**config.mk**
```make
export PLATFORM = sky130hd
export DESIGN_NAME = priv_insn_gate
export DESIGN_NICKNAME = d
export VERILOG_FILES = /design/src/rtl/priv_gate_pkg.sv /design/src/rtl/priv_wait_rules.sv /design/src/rtl/priv_fence_rules.sv /design/src/rtl/priv_hyp_access_rules.sv /design/src/rtl/priv_insn_gate.sv
export SDC_FILE = /design/constraint.sdc
export NUM_CORES = 1
export LEC_CHECK = 0
export CAP_MARGIN = 20
export CORE_UTILIZATION = 25
export DETAILED_ROUTE_END_ITERATION = 10
export PLACE_DENSITY = 0.48
export SLEW_MARGIN = 20
export SYNTH_ARGS = -nofsm -noshare
export SYNTH_HDL_FRONTEND = slang
export SYNTH_HIERARCHICAL = 1
export SYNTH_SLANG_ARGS = --single-unit
```
**constraint.sdc**
```tcl
create_clock -name vclk -period 2.34
set_input_delay 0.468 -clock vclk [all_inputs]
set_output_delay 0.468 -clock vclk [all_outputs]
set_load 0.005 [all_outputs]
```
**src/rtl/priv_gate_pkg.sv**
```systemverilog
// Shared types for the privileged instruction permission gate.
// Assumes privilege value 2 is never presented.
package priv_gate_pkg;

    typedef enum logic [1:0] {
        PRIV_USER  = 2'd0,
        PRIV_SUPER = 2'd1,
        PRIV_RSVD  = 2'd2,
        PRIV_MACH  = 2'd3
    } priv_e;

    typedef enum logic [2:0] {
        OPC_NONE     = 3'd0,
        OPC_WAIT_IRQ = 3'd1,
        OPC_WAIT_RSV = 3'd2,
        OPC_SFENCE   = 3'd3,
        OPC_HFENCE_V = 3'd4,
        OPC_HFENCE_G = 3'd5,
        OPC_HYP_LDST = 3'd6,
        OPC_RSVD     = 3'd7
    } opc_e;

    // One verdict per instruction: exactly one of allow/ill/vflt when used.
    typedef struct packed {
        logic allow;
        logic ill;
        logic vflt;
        logic halt;
    } verdict_t;

    localparam verdict_t VERDICT_NONE  = '0;
    localparam verdict_t VERDICT_ALLOW = '{allow: 1'b1, ill: 1'b0, vflt: 1'b0, halt: 1'b0};
    localparam verdict_t VERDICT_ILL   = '{allow: 1'b0, ill: 1'b1, vflt: 1'b0, halt: 1'b0};
    localparam verdict_t VERDICT_VFLT  = '{allow: 1'b0, ill: 1'b0, vflt: 1'b1, halt: 1'b0};
    localparam verdict_t VERDICT_HALT  = '{allow: 1'b1, ill: 1'b0, vflt: 1'b0, halt: 1'b1};

endpackage

```
**src/rtl/priv_wait_rules.sv**
```systemverilog
// Verdicts for the two wait instructions (wait-for-interrupt and
// wait-on-reservation without timeout). Combinational; assumes the
// privilege input never carries the reserved value.
module priv_wait_rules
    import priv_gate_pkg::*;
(
    input  priv_e    priv,
    input  logic     virt_on,
    input  logic     smode_present,
    input  logic     trap_wait,
    input  logic     vtrap_wait,
    output verdict_t v_wait_irq,
    output verdict_t v_wait_rsv
);

    logic in_u;
    logic in_s;
    logic in_m;

    // Decode privilege once for both rule sets.
    always_comb begin
        in_u = (priv == PRIV_USER);
        in_s = (priv == PRIV_SUPER);
        in_m = (priv == PRIV_MACH);
    end

    // Wait-for-interrupt: illegal checks first, then guest checks, else halt.
    always_comb begin
        if (((in_s || (!smode_present && in_u)) && trap_wait) ||
            (smode_present && in_u && !virt_on)) begin
            v_wait_irq = VERDICT_ILL;
        end else if (virt_on && (in_u || (in_s && vtrap_wait))) begin
            v_wait_irq = VERDICT_VFLT;
        end else begin
            v_wait_irq = VERDICT_HALT;
        end
    end

    // Wait-on-reservation: guest trap first, then the plain trap.
    always_comb begin
        if (virt_on && (in_s || in_u) && vtrap_wait && !trap_wait) begin
            v_wait_rsv = VERDICT_VFLT;
        end else if (!in_m && trap_wait) begin
            v_wait_rsv = VERDICT_ILL;
        end else begin
            v_wait_rsv = VERDICT_ALLOW;
        end
    end

    // Guard the properties of both verdicts.
    always_comb begin
        a_r2_wfi_m_not_illegal: assert (!in_m || !v_wait_irq.ill)
            else $error("R2: wait-for-interrupt illegal in M");
        a_r4_rsv_m_allowed: assert (!in_m || v_wait_rsv.allow)
            else $error("R4: wait-on-reservation blocked in M");
        a_r4_rsv_no_halt: assert (!v_wait_rsv.halt)
            else $error("R4: wait-on-reservation requested halt");
    end

endmodule

```
**src/rtl/priv_fence_rules.sv**
```systemverilog
// Verdicts for the supervisor fence and the two hypervisor fences.
// Combinational; the guest-physical fence adds one illegal check in
// front of the guest-virtual fence rules.
module priv_fence_rules
    import priv_gate_pkg::*;
(
    input  priv_e    priv,
    input  logic     virt_on,
    input  logic     trap_vm,
    input  logic     vtrap_vm,
    output verdict_t v_sfence,
    output verdict_t v_hfence_v,
    output verdict_t v_hfence_g
);

    logic in_u;
    logic in_s;
    logic in_m;

    // Decode privilege once for the three fences.
    always_comb begin
        in_u = (priv == PRIV_USER);
        in_s = (priv == PRIV_SUPER);
        in_m = (priv == PRIV_MACH);
    end

    // Supervisor fence: host illegal checks, then guest checks.
    always_comb begin
        if (!virt_on && (in_u || (in_s && trap_vm))) begin
            v_sfence = VERDICT_ILL;
        end else if (virt_on && (in_u || vtrap_vm)) begin
            v_sfence = VERDICT_VFLT;
        end else begin
            v_sfence = VERDICT_ALLOW;
        end
    end

    // Guest-virtual fence: any guest traps to the hypervisor.
    always_comb begin
        if (virt_on) begin
            v_hfence_v = VERDICT_VFLT;
        end else if (in_m || in_s) begin
            v_hfence_v = VERDICT_ALLOW;
        end else begin
            v_hfence_v = VERDICT_ILL;
        end
    end

    // Guest-physical fence: trap_vm in host S first, then guest-virtual rules.
    always_comb begin
        if (in_s && !virt_on && trap_vm) begin
            v_hfence_g = VERDICT_ILL;
        end else begin
            v_hfence_g = v_hfence_v;
        end
    end

    // Guard fence verdict relations.
    always_comb begin
        a_r6_guest_vfence_virt: assert (!virt_on || v_hfence_v.vflt)
            else $error("R6: guest fence not virtual-trapped");
        a_r5_sfence_host_m_ok: assert (!(in_m && !virt_on) || v_sfence.allow)
            else $error("R5: supervisor fence blocked in host M");
        a_r7_gfence_m_ok: assert (!(in_m && !virt_on) || v_hfence_g.allow)
            else $error("R7: guest-physical fence blocked in host M");
    end

endmodule

```
**src/rtl/priv_hyp_access_rules.sv**
```systemverilog
// Verdict for hypervisor guest loads and stores. Combinational; M wins
// over every other input.
module priv_hyp_access_rules
    import priv_gate_pkg::*;
(
    input  priv_e    priv,
    input  logic     virt_on,
    input  logic     hyp_user_ok,
    output verdict_t v_hyp_ldst
);

    // Priority chain: M, then guest, then user permission.
    always_comb begin
        if (priv == PRIV_MACH) begin
            v_hyp_ldst = VERDICT_ALLOW;
        end else if (virt_on) begin
            v_hyp_ldst = VERDICT_VFLT;
        end else if (priv == PRIV_USER && !hyp_user_ok) begin
            v_hyp_ldst = VERDICT_ILL;
        end else begin
            v_hyp_ldst = VERDICT_ALLOW;
        end
    end

    // Guard the M override.
    always_comb begin
        a_r8_m_always_ok: assert (priv != PRIV_MACH || v_hyp_ldst.allow)
            else $error("R8: hypervisor access blocked in M");
    end

endmodule

```
**src/rtl/priv_insn_gate.sv**
```systemverilog
// Top of the privileged instruction permission gate. Selects the verdict
// of the presented opcode class and encodes it as allow / exception /
// halt. Purely combinational; privilege value 2 must not be driven.
module priv_insn_gate
    import priv_gate_pkg::*;
#(
    parameter int CAUSE_W    = 5,
    parameter int ILL_CAUSE  = 2,
    parameter int VIRT_CAUSE = 22
) (
    input  logic [2:0]         op_class,
    input  logic [1:0]         priv,
    input  logic               virt_on,
    input  logic               smode_present,
    input  logic               trap_wait,
    input  logic               trap_vm,
    input  logic               vtrap_wait,
    input  logic               vtrap_vm,
    input  logic               hyp_user_ok,
    output logic               allow,
    output logic               exc_valid,
    output logic [CAUSE_W-1:0] exc_cause,
    output logic               halt_req
);

    localparam logic [CAUSE_W-1:0] ILL_CODE  = CAUSE_W'(ILL_CAUSE);
    localparam logic [CAUSE_W-1:0] VIRT_CODE = CAUSE_W'(VIRT_CAUSE);

    priv_e    priv_q;
    opc_e     opc;
    verdict_t v_wait_irq, v_wait_rsv;
    verdict_t v_sfence, v_hfence_v, v_hfence_g;
    verdict_t v_hyp_ldst;
    verdict_t v_sel;

    assign priv_q = priv_e'(priv);
    assign opc    = opc_e'(op_class);

    priv_wait_rules u_wait (
        .priv          (priv_q),
        .virt_on       (virt_on),
        .smode_present (smode_present),
        .trap_wait     (trap_wait),
        .vtrap_wait    (vtrap_wait),
        .v_wait_irq    (v_wait_irq),
        .v_wait_rsv    (v_wait_rsv)
    );

    priv_fence_rules u_fence (
        .priv       (priv_q),
        .virt_on    (virt_on),
        .trap_vm    (trap_vm),
        .vtrap_vm   (vtrap_vm),
        .v_sfence   (v_sfence),
        .v_hfence_v (v_hfence_v),
        .v_hfence_g (v_hfence_g)
    );

    priv_hyp_access_rules u_hyp (
        .priv        (priv_q),
        .virt_on     (virt_on),
        .hyp_user_ok (hyp_user_ok),
        .v_hyp_ldst  (v_hyp_ldst)
    );

    // Pick the verdict of the presented class; none/reserved give nothing.
    always_comb begin
        unique case (opc)
            OPC_WAIT_IRQ: v_sel = v_wait_irq;
            OPC_WAIT_RSV: v_sel = v_wait_rsv;
            OPC_SFENCE:   v_sel = v_sfence;
            OPC_HFENCE_V: v_sel = v_hfence_v;
            OPC_HFENCE_G: v_sel = v_hfence_g;
            OPC_HYP_LDST: v_sel = v_hyp_ldst;
            default:      v_sel = VERDICT_NONE;
        endcase
    end

    // Encode the verdict onto the output pins.
    always_comb begin
        allow     = v_sel.allow;
        exc_valid = v_sel.ill | v_sel.vflt;
        halt_req  = v_sel.halt;
        if (v_sel.vflt) begin
            exc_cause = VIRT_CODE;
        end else if (v_sel.ill) begin
            exc_cause = ILL_CODE;
        end else begin
            exc_cause = '0;
        end
    end

    // Guard the output encoding.
    always_comb begin
        a_r9_allow_exc_exclusive: assert (!(allow && exc_valid))
            else $error("R9: allow and exception together");
        a_r9_cause_legal: assert (exc_valid ? (exc_cause == ILL_CODE || exc_cause == VIRT_CODE)
                                            : (exc_cause == '0))
            else $error("R9: bad cause %0d", exc_cause);
        a_r3_halt_only_wait_irq: assert (!halt_req || (opc == OPC_WAIT_IRQ && allow))
            else $error("R3: halt outside permitted wait-for-interrupt");
        a_r1_idle_silent: assert (!(opc == OPC_NONE || opc == OPC_RSVD) ||
                                  !(allow || exc_valid || halt_req))
            else $error("R1: idle class produced output");
    end

endmodule

```
# ---- Word level (Yosys, flattened, before mapping)
# Cells that the tools add are included.
# W data, S select, Z words.
dict set report word_totals {
  regBits 0
  inputBits 12
  out_inout_bits 8
  word_cells 53
}
dict set report op_classes {
  n_eq_ne 8
  n_mux 15
  n_bitwise 1
  n_reduce_logical 29
}
# operator count
set op_table {}
lappend op_table {{$mux W4} 12}
lappend op_table {{$pmux W4 S6} 1}
lappend op_table {{$logic_and A1 B1 Y1} 16}
lappend op_table {{$eq A3 B3 Y1 const B} 3}
lappend op_table {{$logic_or A1 B1 Y1} 7}
lappend op_table {{$eq A3 B2 Y1 const B} 2}
lappend op_table {{$logic_not A1 Y1} 5}
lappend op_table {{$mux W5} 1}
lappend op_table {{$eq A3 B1 Y1 const B} 1}
lappend op_table {{$eq A2 B1 Y1 const B} 1}
lappend op_table {{$eq A2 B2 Y1 const B} 1}
lappend op_table {{$logic_not A2 Y1} 1}
lappend op_table {{$mux W2} 1}
lappend op_table {{$or A1 B1 Y1} 1}

# ---- Longest topological paths before layout
dict set report depth {
  word_depth 9
  depth_mapped 7
  mapped_depth_nobuf 6
}

# ---- Modules after synthesis
# The synthesis kept the hierarchy.
# mod n_inst cells_each area_per_inst_um2 seq_area_each_um2
set by_module_without_submodules {}
lappend by_module_without_submodules {priv_insn_gate 1 40 312.8 0.0}
lappend by_module_without_submodules {priv_fence_rules 1 17 115.1 0.0}
lappend by_module_without_submodules {priv_wait_rules 1 16 113.9 0.0}
lappend by_module_without_submodules {priv_hyp_access_rules 1 6 43.8 0.0}

# ---- Least setup slack after synthesis
# Ideal clock, no wire load.
dict set report synth_timing {
  path_kind {input -> output}
  start {input smode_present}
  end {output exc_cause[1]}
  arrival_time_ns 1.667
  required_time_ns 1.872
  setup_slack_ns 0.205
  path_stages 7
  n_path_buf 1
  cell_sequence {nor2b_4 > nor2_2 > a211oi_2 > mux2i_1 > mux4_2 > o2111ai_1 > buf_4}
}
# element line
set synth_lines {}
lappend synth_lines {{start, declared} priv_insn_gate.sv:14} ;# input logic smode_present,
lappend synth_lines {{end, declared} priv_insn_gate.sv:22} ;# output logic [CAUSE_W-1:0] exc_cause,

==> flow_summary.json <==
{
  "antenna_cells": 0,
  "p_leak_nw": 0.448,
  "antenna_found_initial": 0,
  "drtIter0Drc": 6,
  "outcome": "completed",
  "ir_drop_mv": 0.0801,
  "grt_pass1_wl_um": 2480,
  "fp.dieH_um": 50.4,
  "hold_viol": 0,
  "dieArea_um2": 2540,
  "nets": 124,
  "crit_chain": "clkdlybuf4s15_1, inv_1, a211oi_2, mux2i_1, mux4_2, o2111ai_2, buf_2",
  "grtUsageTotal_pct": 12.2,
  "drv_cap": 0,
  "fillerInstances": 234,
  "synth.avg_cell_area_um2": 7.41,
  "final_core_util_pct": 41.5,
  "crit_fanout": 3,
  "core_area_um2": 2210,
  "drc": 0,
  "synth_top_area_share_pct": 14.1,
  "gp_congestion": 0.791,
  "fin_crit_sh_pct": 97.3,
  "end_kind": "primary output",
  "setup_violations": 0,
  "regArea_um2": 0,
  "cp.arrival_ns": 1.81,
  "holdWs_ns": 1.62,
  "clock_buffers": 0,
  "syn_inst": 79,
  "cp.buffers_inverters": 3,
  "totalWireLength_um": 1530,
  "start_util_pct": 26.5,
  "crit_family": "multiplexers",
  "p_per_area_nw_per_um2": 170,
  "synth_area_leaders": "buf_4, mux2i_1, nand3b_1",
  "rsz0062_at_grt": "false",
  "die_w_um": 50.4,
  "rows": 17,
  "critPathSlowestCell": "mux4_2",
  "first_pass_iters": 3,
  "avgViaCountPerCell": 4.55,
  "grt_pass1_vias": 578,
  "synth_top_cell_by_area": "buf_4",
  "dp_hpwl_um": 1200,
  "final-max-slew-violation-count": 0,
  "ys_types": 40,
  "ant_nets": 0,
  "drive_gt1_share_pct": 52.7,
  "wl_per_cell_um": 11.1,
  "yosysSeqAreaShare_pct": 0,
  "critical_path.max_stage_delay_ns": 0.47,
  "ios": 20,
  "portBuffers": 18,
  "grt_max_degree": 9,
  "crit_type": "in -> out",
  "postCtsHoldBufs": 0,
  "grt_overflow": 0,
  "nFlopsAndLatches": 0,
  "critPathLaunchType": "input port",
  "layout_min_cycle_time_ns": 2.28,
  "vias": 628,
  "fmax_ghz": 0.439,
  "yosysWarnings": 6,
  "hold_path_class": "in -> out",
  "fin_setup_tns_ns": 0,
  "syn_area_um2": 586,
  "cp.required_ns": 1.87,
  "syn_to_final_growth_pct": 56.8
}
[routing by layer]
layer | part of all wire, % | GRT usage, %
met1 | 51 | 18.1
met2 | 47 | 21.1
met3 | 2.8 | 0
met4 | 0 | 0
met5 | 0 | 0
[worst paths after layout]
kind,start,endpoint,slack (ns),cells after the start
worst max-delay path,trap_vm,exc_cause[1],0.06,7
worst min-delay path,op_class[0],exc_valid,1.62,5
[what timing repair did]
action / in CTS / in global routing
resized for setup: 42 / 19
pin swaps: 7 / 8
setup buffers: 1 / 1
setup endpoints to repair: 6 / 6
[layout make-up]
type | instances | area, µm² | area share [%]
timing repair buffer | 43 | 344 | 37.5
inverter | 3 | 11.3 | 1.23
multi-input combinational | 64 | 528 | 57.5
tap | 28 | 35.0 | 3.81
[cells in the final DEF (no fill, tap or decap), types with 2 or more instances in the layout]
cell             count
clkdlybuf4s15_1      2
nor2b_2              2
nand2_1              2
inv_1                3
a22o_1               2
and3b_2              2
buf_2                5
nand3b_1             5
conb_1               7
a211oi_2             3
dlygate4sd2_1        5
nor3b_2              2
nor2_1               5
clkbuf_2             3
o21a_1               2
mux2i_1              4
a21oi_1              3
a211o_1              2
buf_6                4
buf_4               21
nand2b_4             2
a21oi_2              2
[kinds of logic (layout without fill, tap and decap cells)]
group | Yosys count | in the layout | share of synthesized area, %
buf+inv | 18 | 46 | 20.3
mux | 6 | 6 | 12.6
compound gates | 21 | 21 | 27.8
other cells | 4 | 7 | 2.56
simple gates | 30 | 30 | 36.8
[per-stage QoR]
stage	instance area, µm²	setup slack [ns]	total power, W	std cells
after floorplan	597	0.205	0.0000817	82
after global placement	885	-0.779	0.000157	137
after detailed placement	885	-0.794	0.000157	137
after CTS	896	0.00122	0.000151	137
after global routing	918	0.00291	0.000171	138
final	918	0.0628	0.000157	138
[Yosys cell counts (2+ instances only)]
master and instances:
and3b_2 2, a211oi_2 2, a21oi_1 4, nor2_1 5, nand3b_1 5, conb_1 4, mux2i_1 4, nand2_1 3
nor2b_2 2, buf_2 2, nand2b_1 2, inv_1 3, a22o_1 2, buf_4 11, o21a_1 2, a211o_1 2
[report_power, final]
group / switching [W] / leakage [nW] / total, W / internal, W
Combinational: 0.0000680 / 0.448 / 0.000157 / 0.0000885
Sequential: 0 / 0 / 0 / 0
Clock: 0 / 0 / 0 / 0
Total: 0.0000680 / 0.448 / 0.000157 / 0.0000885
Note: power is estimated with default switching activity, not from simulation.
